[src/rtl/dq_pkg.sv]
package dq_pkg;
    localparam int REG_W = 3;

    typedef struct packed {
        logic [REG_W-1:0] rd;
        logic [REG_W-1:0] rs1;
        logic [REG_W-1:0] rs2;
        logic             is_load;
    } dq_instr_t;
endpackage

[src/rtl/dq_scoreboard.sv]
module dq_scoreboard
    import dq_pkg::*;
#(
    parameter int NREG     = 8,
    parameter int LOAD_LAT = 2,
    parameter int MISS_LAT = 10
) (
    input  logic             clk,
    input  logic             rst_n,
    input  logic             flush,
    input  logic             set_valid,
    input  logic [REG_W-1:0] set_reg,
    input  logic             set_load,
    input  logic             miss_valid,
    input  logic [REG_W-1:0] miss_reg,
    output logic [NREG-1:0]  busy
);
    localparam int CW = $clog2(MISS_LAT);

    for (genvar r = 0; r < NREG; r++) begin : g_reg
        if (r == 0) begin : g_zero
            // register 0 is hardwired: never pending
            assign busy[r] = 1'b0;
        end else begin : g_cnt
            logic [CW-1:0] left_q;
            always_ff @(posedge clk) begin
                if (!rst_n || flush) begin
                    left_q <= '0;
                end else if (miss_valid && miss_reg == REG_W'(r)) begin
                    left_q <= CW'(MISS_LAT - 1);
                end else if (set_valid && set_reg == REG_W'(r)) begin
                    left_q <= set_load ? CW'(LOAD_LAT - 1) : '0;
                end else if (left_q != '0) begin
                    left_q <= left_q - 1'b1;
                end
            end
            assign busy[r] = (left_q != '0);
        end
    end
endmodule

[src/rtl/dq_pick.sv]
module dq_pick
    import dq_pkg::*;
#(
    parameter int DEPTH = 4,
    parameter int NREG  = 8,
    localparam int IW   = $clog2(DEPTH)
) (
    input  dq_instr_t        ent [DEPTH],
    input  logic [DEPTH-1:0] held,
    input  logic [NREG-1:0]  busy,
    input  logic             block,
    output logic             pick_valid,
    output logic [IW-1:0]    pick_idx
);
    logic [DEPTH-1:0] elig;

    always_comb begin
        logic ok;
        elig = '0;
        for (int i = 0; i < DEPTH; i++) begin
            ok = held[i] && !block;
            // scoreboard readiness of sources
            if (ent[i].rs1 != '0 && busy[ent[i].rs1]) ok = 1'b0;
            if (ent[i].rs2 != '0 && busy[ent[i].rs2]) ok = 1'b0;
            // ordering against older entries still waiting
            for (int j = 0; j < DEPTH; j++) begin
                if (j < i && held[j]) begin
                    if (ent[i].rd != '0 &&
                        (ent[i].rd == ent[j].rd ||
                         ent[i].rd == ent[j].rs1 ||
                         ent[i].rd == ent[j].rs2)) ok = 1'b0;
                    if (ent[i].rs1 != '0 && ent[i].rs1 == ent[j].rd) ok = 1'b0;
                    if (ent[i].rs2 != '0 && ent[i].rs2 == ent[j].rd) ok = 1'b0;
                end
            end
            elig[i] = ok;
        end
    end

    always_comb begin
        pick_valid = |elig;
        pick_idx   = '0;
        for (int i = DEPTH - 1; i >= 0; i--) begin
            if (elig[i]) pick_idx = IW'(i);
        end
    end
endmodule

[src/rtl/dispatch_window.sv]
module dispatch_window
    import dq_pkg::*;
#(
    parameter int DEPTH    = 4,
    parameter int LOAD_LAT = 2,
    parameter int MISS_LAT = 10
) (
    input  logic             clk,
    input  logic             rst_n,
    input  logic             in_valid,
    input  logic [REG_W-1:0] in_rd,
    input  logic [REG_W-1:0] in_rs1,
    input  logic [REG_W-1:0] in_rs2,
    input  logic             in_is_load,
    input  logic             miss_valid,
    input  logic [REG_W-1:0] miss_reg,
    input  logic             flush,
    output logic             out_valid,
    output logic [REG_W-1:0] out_rd,
    output logic [REG_W-1:0] out_rs1,
    output logic [REG_W-1:0] out_rs2,
    output logic             out_is_load,
    output logic             stall
);
    localparam int NREG = 1 << REG_W;
    localparam int IW   = $clog2(DEPTH);
    localparam int CNTW = $clog2(DEPTH + 1);

    dq_instr_t        q     [DEPTH];
    dq_instr_t        q_n   [DEPTH];
    logic [CNTW-1:0]  cnt, cnt_n, rem;
    logic [DEPTH-1:0] held;
    logic [NREG-1:0]  busy;
    logic             pick_valid, accept;
    logic [IW-1:0]    pick_idx;
    dq_instr_t        in_instr, sel;

    assign in_instr = '{rd: in_rd, rs1: in_rs1, rs2: in_rs2, is_load: in_is_load};

    for (genvar k = 0; k < DEPTH; k++) begin : g_held
        assign held[k] = (CNTW'(k) < cnt);
    end

    dq_pick #(.DEPTH(DEPTH), .NREG(NREG)) u_pick (
        .ent       (q),
        .held      (held),
        .busy      (busy),
        .block     (flush),
        .pick_valid(pick_valid),
        .pick_idx  (pick_idx)
    );

    assign sel = q[pick_idx];

    dq_scoreboard #(.NREG(NREG), .LOAD_LAT(LOAD_LAT), .MISS_LAT(MISS_LAT)) u_sb (
        .clk       (clk),
        .rst_n     (rst_n),
        .flush     (flush),
        .set_valid (pick_valid),
        .set_reg   (sel.rd),
        .set_load  (sel.is_load),
        .miss_valid(miss_valid),
        .miss_reg  (miss_reg),
        .busy      (busy)
    );

    // outputs
    always_comb begin
        out_valid   = pick_valid;
        out_rd      = pick_valid ? sel.rd      : '0;
        out_rs1     = pick_valid ? sel.rs1     : '0;
        out_rs2     = pick_valid ? sel.rs2     : '0;
        out_is_load = pick_valid && sel.is_load;
        stall       = (cnt == CNTW'(DEPTH)) && !pick_valid;
        accept      = in_valid && !stall && !flush;
    end

    // next window contents: close the gap, then append at the tail
    always_comb begin
        q_n = q;
        rem = cnt;
        if (pick_valid) begin
            for (int k = 0; k < DEPTH - 1; k++) begin
                if (IW'(k) >= pick_idx) q_n[k] = q[k+1];
            end
            rem = cnt - 1'b1;
        end
        for (int k = 0; k < DEPTH; k++) begin
            if (accept && CNTW'(k) == rem) q_n[k] = in_instr;
        end
        cnt_n = flush ? '0 : rem + CNTW'(accept);
    end

    always_ff @(posedge clk) begin
        if (!rst_n) begin
            cnt <= '0;
            for (int k = 0; k < DEPTH; k++) q[k] <= '0;
        end else begin
            cnt <= cnt_n;
            q   <= q_n;
        end
    end
endmodule

[config.mk]
export PLATFORM = sky130hd
export DESIGN_NAME = dispatch_window
export DESIGN_NICKNAME = d
export VERILOG_FILES = /design/src/rtl/dq_pkg.sv /design/src/rtl/dq_scoreboard.sv /design/src/rtl/dq_pick.sv /design/src/rtl/dispatch_window.sv
export SDC_FILE = /design/constraint.sdc
export NUM_CORES = 1
export LEC_CHECK = 0
export CORE_MARGIN = 3
export CORE_UTILIZATION = 33
export CTS_BUF_LIST = sky130_fd_sc_hd__clkbuf_8
export DETAILED_ROUTE_END_ITERATION = 7
export GPL_ROUTABILITY_DRIVEN = 0
export RECOVER_POWER = 25
export SLEW_MARGIN = 10
export SYNTH_ARGS = -nofsm -noshare
export SYNTH_HDL_FRONTEND = slang
export SYNTH_SLANG_ARGS = --single-unit
[constraint.sdc]
create_clock -name clk -period 7.7 [get_ports clk]
set_clock_uncertainty 0.15 [all_clocks]
set_input_delay 1.155 -clock clk [delete_from_list [all_inputs] [get_ports clk]]
set_output_delay 1.155 -clock clk [all_outputs]
set_load 0.005 [all_outputs]
* Word-level counts from Yosys, hierarchy flattened
Index checks and enable logic that the tools add are counted.
Storage, ports and cells: bits in registers 71, bits of input ports 18, output and inout bits 12, logic and storage cells 314
Operators by class: $add $sub $neg 9, magnitude comparators 16, equality and inequality tests 48, muxes and demuxes 88, bitwise gates (word level) 2, reduce and logical (&&, ||, !) cells 120
Operator list (count):
- $eq A3 B3 Y1 | 30
- $mux W4 | 21
- $mux W10 | 8
- $reduce_bool A3 Y1 | 18
- $logic_and A1 B1 Y1 | 52
- $mux W1 | 41
- $lt A3 B4 Y1 const B | 8
- $mux W30 | 1
- $reduce_bool A4 Y1 | 7
- $sub A4 B1 Y4 const B | 7
- $eq A3 B3 Y1 const B | 9
- $reduce_bool A2 Y1 | 13
- $bmux W1 S3 | 8
- $bmux W10 S2 | 1
- $reduce_or A2 Y1 | 8
- $logic_or A1 B1 Y1 | 13
- $eq A3 B2 Y1 const B | 4
- $mux W3 | 4
- $mux W2 | 4
- $eq A2 B3 Y1 const A | 2
- $eq A3 B1 Y1 const B | 2
- $lt A1 B3 Y1 const A | 2
- $lt A2 B3 Y1 const A | 2
- $reduce_and A2 Y1 | 3
- 11 further kinds | 15

* Logic depth before layout (Yosys ltp)
word-level depth 30, gate-level depth with buffers 17, mapped depth without buffers 15

* Cells and area by module
A second synthesis with hierarchy kept.
Unflattened totals: cells, all modules 674, area total of the unflattened synthesis 6060.8 µm²
By module, submodules not included:
- dispatch_window | instances 1, cells each 243, area an instance 2531.2 µm², seq. area each 860.8 µm²
- dq_pick | instances 1, cells each 250, area an instance 1918.1 µm², seq. area each 0.0 µm²
- dq_scoreboard | instances 1, cells each 181, area an instance 1611.5 µm², seq. area each 560.5 µm²

* Worst setup path before layout
OpenSTA, ideal clock, no wires.
kind input-to-output, start input port flush, end output port out_rs1[2], arrival time 3364 ps, required time 6395 ps, path slack 3031 ps, stages 9, path buffers 1, cell sequence inv_1 -> nand3_1 -> or4_1 -> nor4_4 -> nand3b_1 -> a21o_1 -> clkbuf_1 -> mux4_2 -> and2_1
On the way: longest elaborated chain between the ends 25, elaborated cells between the ends (all ways) 47, classes of those cells mux: 40; bitwise: 1; reduce/logical: 6
RTL lines:
- start: declaration | RTL line dispatch_window.sv:17 | input logic flush,
- $logic_not A1 Y1 (*) | RTL line dq_pick.sv:21 | ok = held[i] && !block;
- $logic_and A1 B1 Y1 | RTL line dq_pick.sv:21
- $mux W1 | RTL line dq_pick.sv:23 | if (ent[i].rs1 != '0 && busy[ent[i].rs1]) ok = 1'b0;
- $mux W1 | RTL line dq_pick.sv:24 | if (ent[i].rs2 != '0 && busy[ent[i].rs2]) ok = 1'b0;
- $mux W1 | RTL line dq_pick.sv:28 | if (ent[i].rd != '0 &&
- $mux W1 | RTL line dq_pick.sv:32 | if (ent[i].rs1 != '0 && ent[i].rs1 == ent[j].rd) ok = 1'b0;
- $mux W1 | RTL line dq_pick.sv:33 | if (ent[i].rs2 != '0 && ent[i].rs2 == ent[j].rd) ok = 1'b0;
- $mux W1 | RTL line dq_pick.sv:27 | if (j < i && held[j]) begin
- [5 not listed]
- $mux W1 | RTL line dq_pick.sv:32
- $mux W1 | RTL line dq_pick.sv:33
- $mux W1 | RTL line dq_pick.sv:27
- $mux W2 (4 in series) | RTL line dq_pick.sv:44 | if (elig[i]) pick_idx = IW'(i);
- $not A2 Y3 (not written as such) | RTL line dispatch_window.sv:53 | assign sel = q[pick_idx];
- $bmux W10 S2 | RTL line dispatch_window.sv:53
- $mux W10 (not written as such) (2 in series) | RTL line dispatch_window.sv:53
- $mux W3 (*) | RTL line dispatch_window.sv:71 | out_rs1 = pick_valid ? sel.rs1 : '0;
- end: declaration | RTL line dispatch_window.sv:20 | output logic [REG_W-1:0] out_rs1,
Every way passes the cells marked *; elsewhere a longest branch is shown, timed or not. The select of a mux whose other input is x is not followed.

* Worst setup path after layout
start register u_sb.g_reg[3].g_cnt.left_q[0], end output port out_rs1[1]
On the way: longest elaborated chain between the ends 27, elaborated cells between the ends (all ways) 67, classes of those cells mux: 56; bitwise: 1; reduce/logical: 10
RTL lines:
- start: declaration | RTL line dq_scoreboard.sv:25 | logic [CW-1:0] left_q;
- start signal: assignment | RTL line dq_scoreboard.sv:30 | left_q <= CW'(MISS_LAT - 1);
- start signal: assignment | RTL line dq_scoreboard.sv:32 | left_q <= set_load ? CW'(LOAD_LAT - 1) : '0;
- start signal: assignment | RTL line dq_scoreboard.sv:34 | left_q <= left_q - 1'b1;
- $reduce_bool A4 Y1 (*) | RTL line dq_scoreboard.sv:37 | assign busy[r] = (left_q != '0);
- $bmux W1 S3 | RTL line dq_pick.sv:23
- $mux W1 (not written as such) | RTL line dq_pick.sv:23
- $logic_and A1 B1 Y1 | RTL line dq_pick.sv:23
- $mux W1 | RTL line dq_pick.sv:23
- $mux W1 | RTL line dq_pick.sv:24
- $mux W1 | RTL line dq_pick.sv:28
- $mux W1 | RTL line dq_pick.sv:32
- [7 not listed]
- $mux W1 | RTL line dq_pick.sv:32
- $mux W1 | RTL line dq_pick.sv:33
- $mux W1 | RTL line dq_pick.sv:27
- $mux W2 (4 in series) | RTL line dq_pick.sv:44
- $not A2 Y3 (not written as such) | RTL line dispatch_window.sv:53
- $bmux W10 S2 | RTL line dispatch_window.sv:53
- $mux W10 (not written as such) (2 in series) | RTL line dispatch_window.sv:53
- $mux W3 (*) | RTL line dispatch_window.sv:71
Marked as above.

==> run summary <==
Status - finished clean
Postcts setup bufs - 0
Final HPWL DP - 13.9 mm
Worst hold stages - 2
Root Buffer - clkbuf_8
Placed cell area - 6750 um^2
Hold path endpoint - q[0]
Cell variety after synth - 77
Vias per cell - 5.63
Mapped Cells - 817
Largest family of logic cells by synthesized area - simple AND/OR/NAND/NOR gates
Post-Synth Simple-Gate Area - 25.2%
Fillers - 1974
Clk_lat worst skew - 370 ps
Worst vdd ir - 122 uV
Sequential area share after synthesis - 22.2%
Flop and latch count out of synthesis - 71
Top-count cell post-synth - nand2_1
Worst reg-to-reg setup slack - 2170 ps
Post-synth EDFFs - 0
Row count - 50
Clk sinks - 71
Final Hold Viols - 0
Dominant cell type by area after synthesis - dfxtp_1
Final routed DRC violation total - 0
Top post-synthesis cells by area - dfxtp_1, mux2i_1, nand2_1, xor2_1, xnor2_1
Setup TNS - 0 ps
Initial antenna violation count - 0
Final nets - 820
Vias post-DR - 5943
Detailed Route WL - 19.9 mm
HP Class - reg2reg
Overflow after GRT - 0
Xor-xnor portion of the synthesized cell area - 11.8%
Internal power - 0.00107 W
Worst Reg2Reg Path Length in Cells - 13
Ys flop type - dfxtp_1
Die X - 145 um
First-pass GRT wire length - 31.7 mm
Synth Warn # - 0
R2r endpoint - q[5]
Final Critical Period - 6240 ps
H-tree level count - 3
Clk slew on worst S/H paths - 80 ps
Antenna viol nets, final - 0
Synth Area in Compound Gates - 17.1%
Core Util, Final - 36.7%
Post-synthesis adder-cell area fraction - 2.34%
Pwr/cell area - 308 nW/um^2
Post-synth top area share - 22.2%
Comb pwr share - 58.6%
Die area - 21100 um^2
Clk buf depth - 2
RSZ-0062 raised after global routing - false
Pre-Repair DR Iteration Count - 7
Synth-to-Final Area Change - 8.24%
HP Start - q[0]
Starting Density - 33.9%
Most frequent cells after synthesis - nand2_1, dfxtp_1, xor2_1, mux2i_1, nor3_1
Psw - 0.00106 W
FFs w/ async S/R, synth - 0%
RR Startpoint - u_sb.g_reg[3].g_cnt.left_q[0]
Core area - 18900 um^2
Worst-Margin Slew - 1220 ps
PostCTS Resize Cnt - 0
Fin crit share - 81.0%
I/O Pins - 30
Setup violators final - 0
GRT Overall Usage - 18.7%
Max Clk Rate - 160 MHz
Clock group share of total power - 14.8%
Crit path DAT - 4930 ps
CP Capture Type - primary output
Wirelength per Cell - 18.9 um
Syn Area/Cell - 7.84 um^2
Pleak - 2.84 nW
TritonCTS clock tree - done
Max_cap viols - 0
CP Max Fanout - 18
Drt initial violations - 550
Critical path launch point type - flip-flop
Mapped Nets - 847
Layout cells sized above 1 - 9.18%
CP required - 6390 ps
Slew Viols, Final - 0
# hold bufs at CTS - 0
Antenna cells - 0
Pin count of the biggest net entering global routing - 53
Die extent in y - 145 um
Mapped Area - 6400 um^2
Overall power - 0.00213 W
Sw Share - 49.9%
Cts bufs inserted - 9
Number of global-route vias before repair - 5601
Sequential power share - 26.6%
Port buffer count - 29
Max-slew headroom - 18.4%
Mux share of post-synthesis cell area - 14.2%
WS Path Type - reg2out
Post-route cell area - 6930 um^2
## power by group through the flow
stage	Clock [W]	Combinational, W	Sequential [W]
2_1_floorplan	0	0.00104	0.000448
3_3_place_gp	0	0.00124	0.000572
3_5_place_dp	0	0.00125	0.000572
4_1_cts	0.000322	0.00126	0.000563
5_1_grt	0.000337	0.00137	0.000575
6_report	0.000316	0.00125	0.000568
## stage by stage
stage	setup WS (ps)	hold slack, ps	std cells
after floorplan	3030	298	817
after global placement	1830	327	1039
after detailed placement	1710	341	1039
after CTS	1640	354	1055
after global routing	1140	388	1055
final	1460	358	1055
## area by class of cell
class / instances / area [um^2] / share of cell area, %
multi-input cells: 636 / 4510 / 65.0
flip-flops and latches: 71 / 1420 / 20.5
repair buffers: 38 / 345 / 4.98
well taps: 260 / 325 / 4.69
clock buffers: 10 / 138 / 1.99
inverters: 34 / 128 / 1.84
clock inverters: 6 / 70.1 / 1.01
## worst max-delay path, stage by stage (launching register included)
cell and delay, ps:
dfxtp_1 310, inv_1 80, ha_1 200, nor3b_2 820, a2111oi_0 240, a2111oi_0 610, o2111ai_1 460, o311ai_4 460
a21oi_1 460, inv_1 280, and2_1 160, clkdlybuf4s50_1 490
## state kept, by name (all words and copies together), names as in the netlist
signal and count:
cnt 3, q 40, u_sb.g.g_cnt.left_q 28
## worst max path at each step
stage	cells after the start	slack, ps	endpoint	startpoint
after floorplan	9	3030	out_rs1[2]	flush
after global placement	10	1830	out_rs1[0]	flush
after detailed placement	10	1710	out_rd[0]	flush
after CTS	12	1640	out_rs1[0]	u_sb.g_reg[3].g_cnt.left_q[0]
after global routing	11	1140	out_rs1[2]	u_sb.g_reg[3].g_cnt.left_q[0]
final	11	1460	out_rs1[1]	u_sb.g_reg[3].g_cnt.left_q[0]
## cells by family after synthesis
logic type	after synthesis
compound gates	150
simple gates	310
xor+xnor	86
buf+inv	110
flops	71
fa+ha+maj	12
mux	78
## layout by cell type (no fill, tap or decap), drive strengths merged, types with 5 or more instances in the layout
cell and count:
o31ai 6, nor2 34, mux2 19, mux4 8, nor4b 7, nand2 125
nand3 11, or3b 6, xnor2 34, clkdlybuf4s50 28, nor3 47, a21oi 25
nor2b 8, o2111ai 5, mux2i 51, a211oi 20, and2 11, dfxtp 71
a21o 8, nor3b 9, buf 8, or3 11, o21ai 29, inv 33
ha 12, nand4 5, o22ai 6, and3 5, a2111oi 14, a31oi 5
xor2 52, clkbuf 12, nor4 15
## metal layers
metal	up-vias	GRT usage, %	part of all wire [%]
met5	-	0	0
met4	0	8.78	4.4
met3	56	3.40	8.3
met2	243	28.4	43
met1	2780	25.8	44
li1	2864	-	-
No activity file was read; power rests on OpenSTA's default activity.
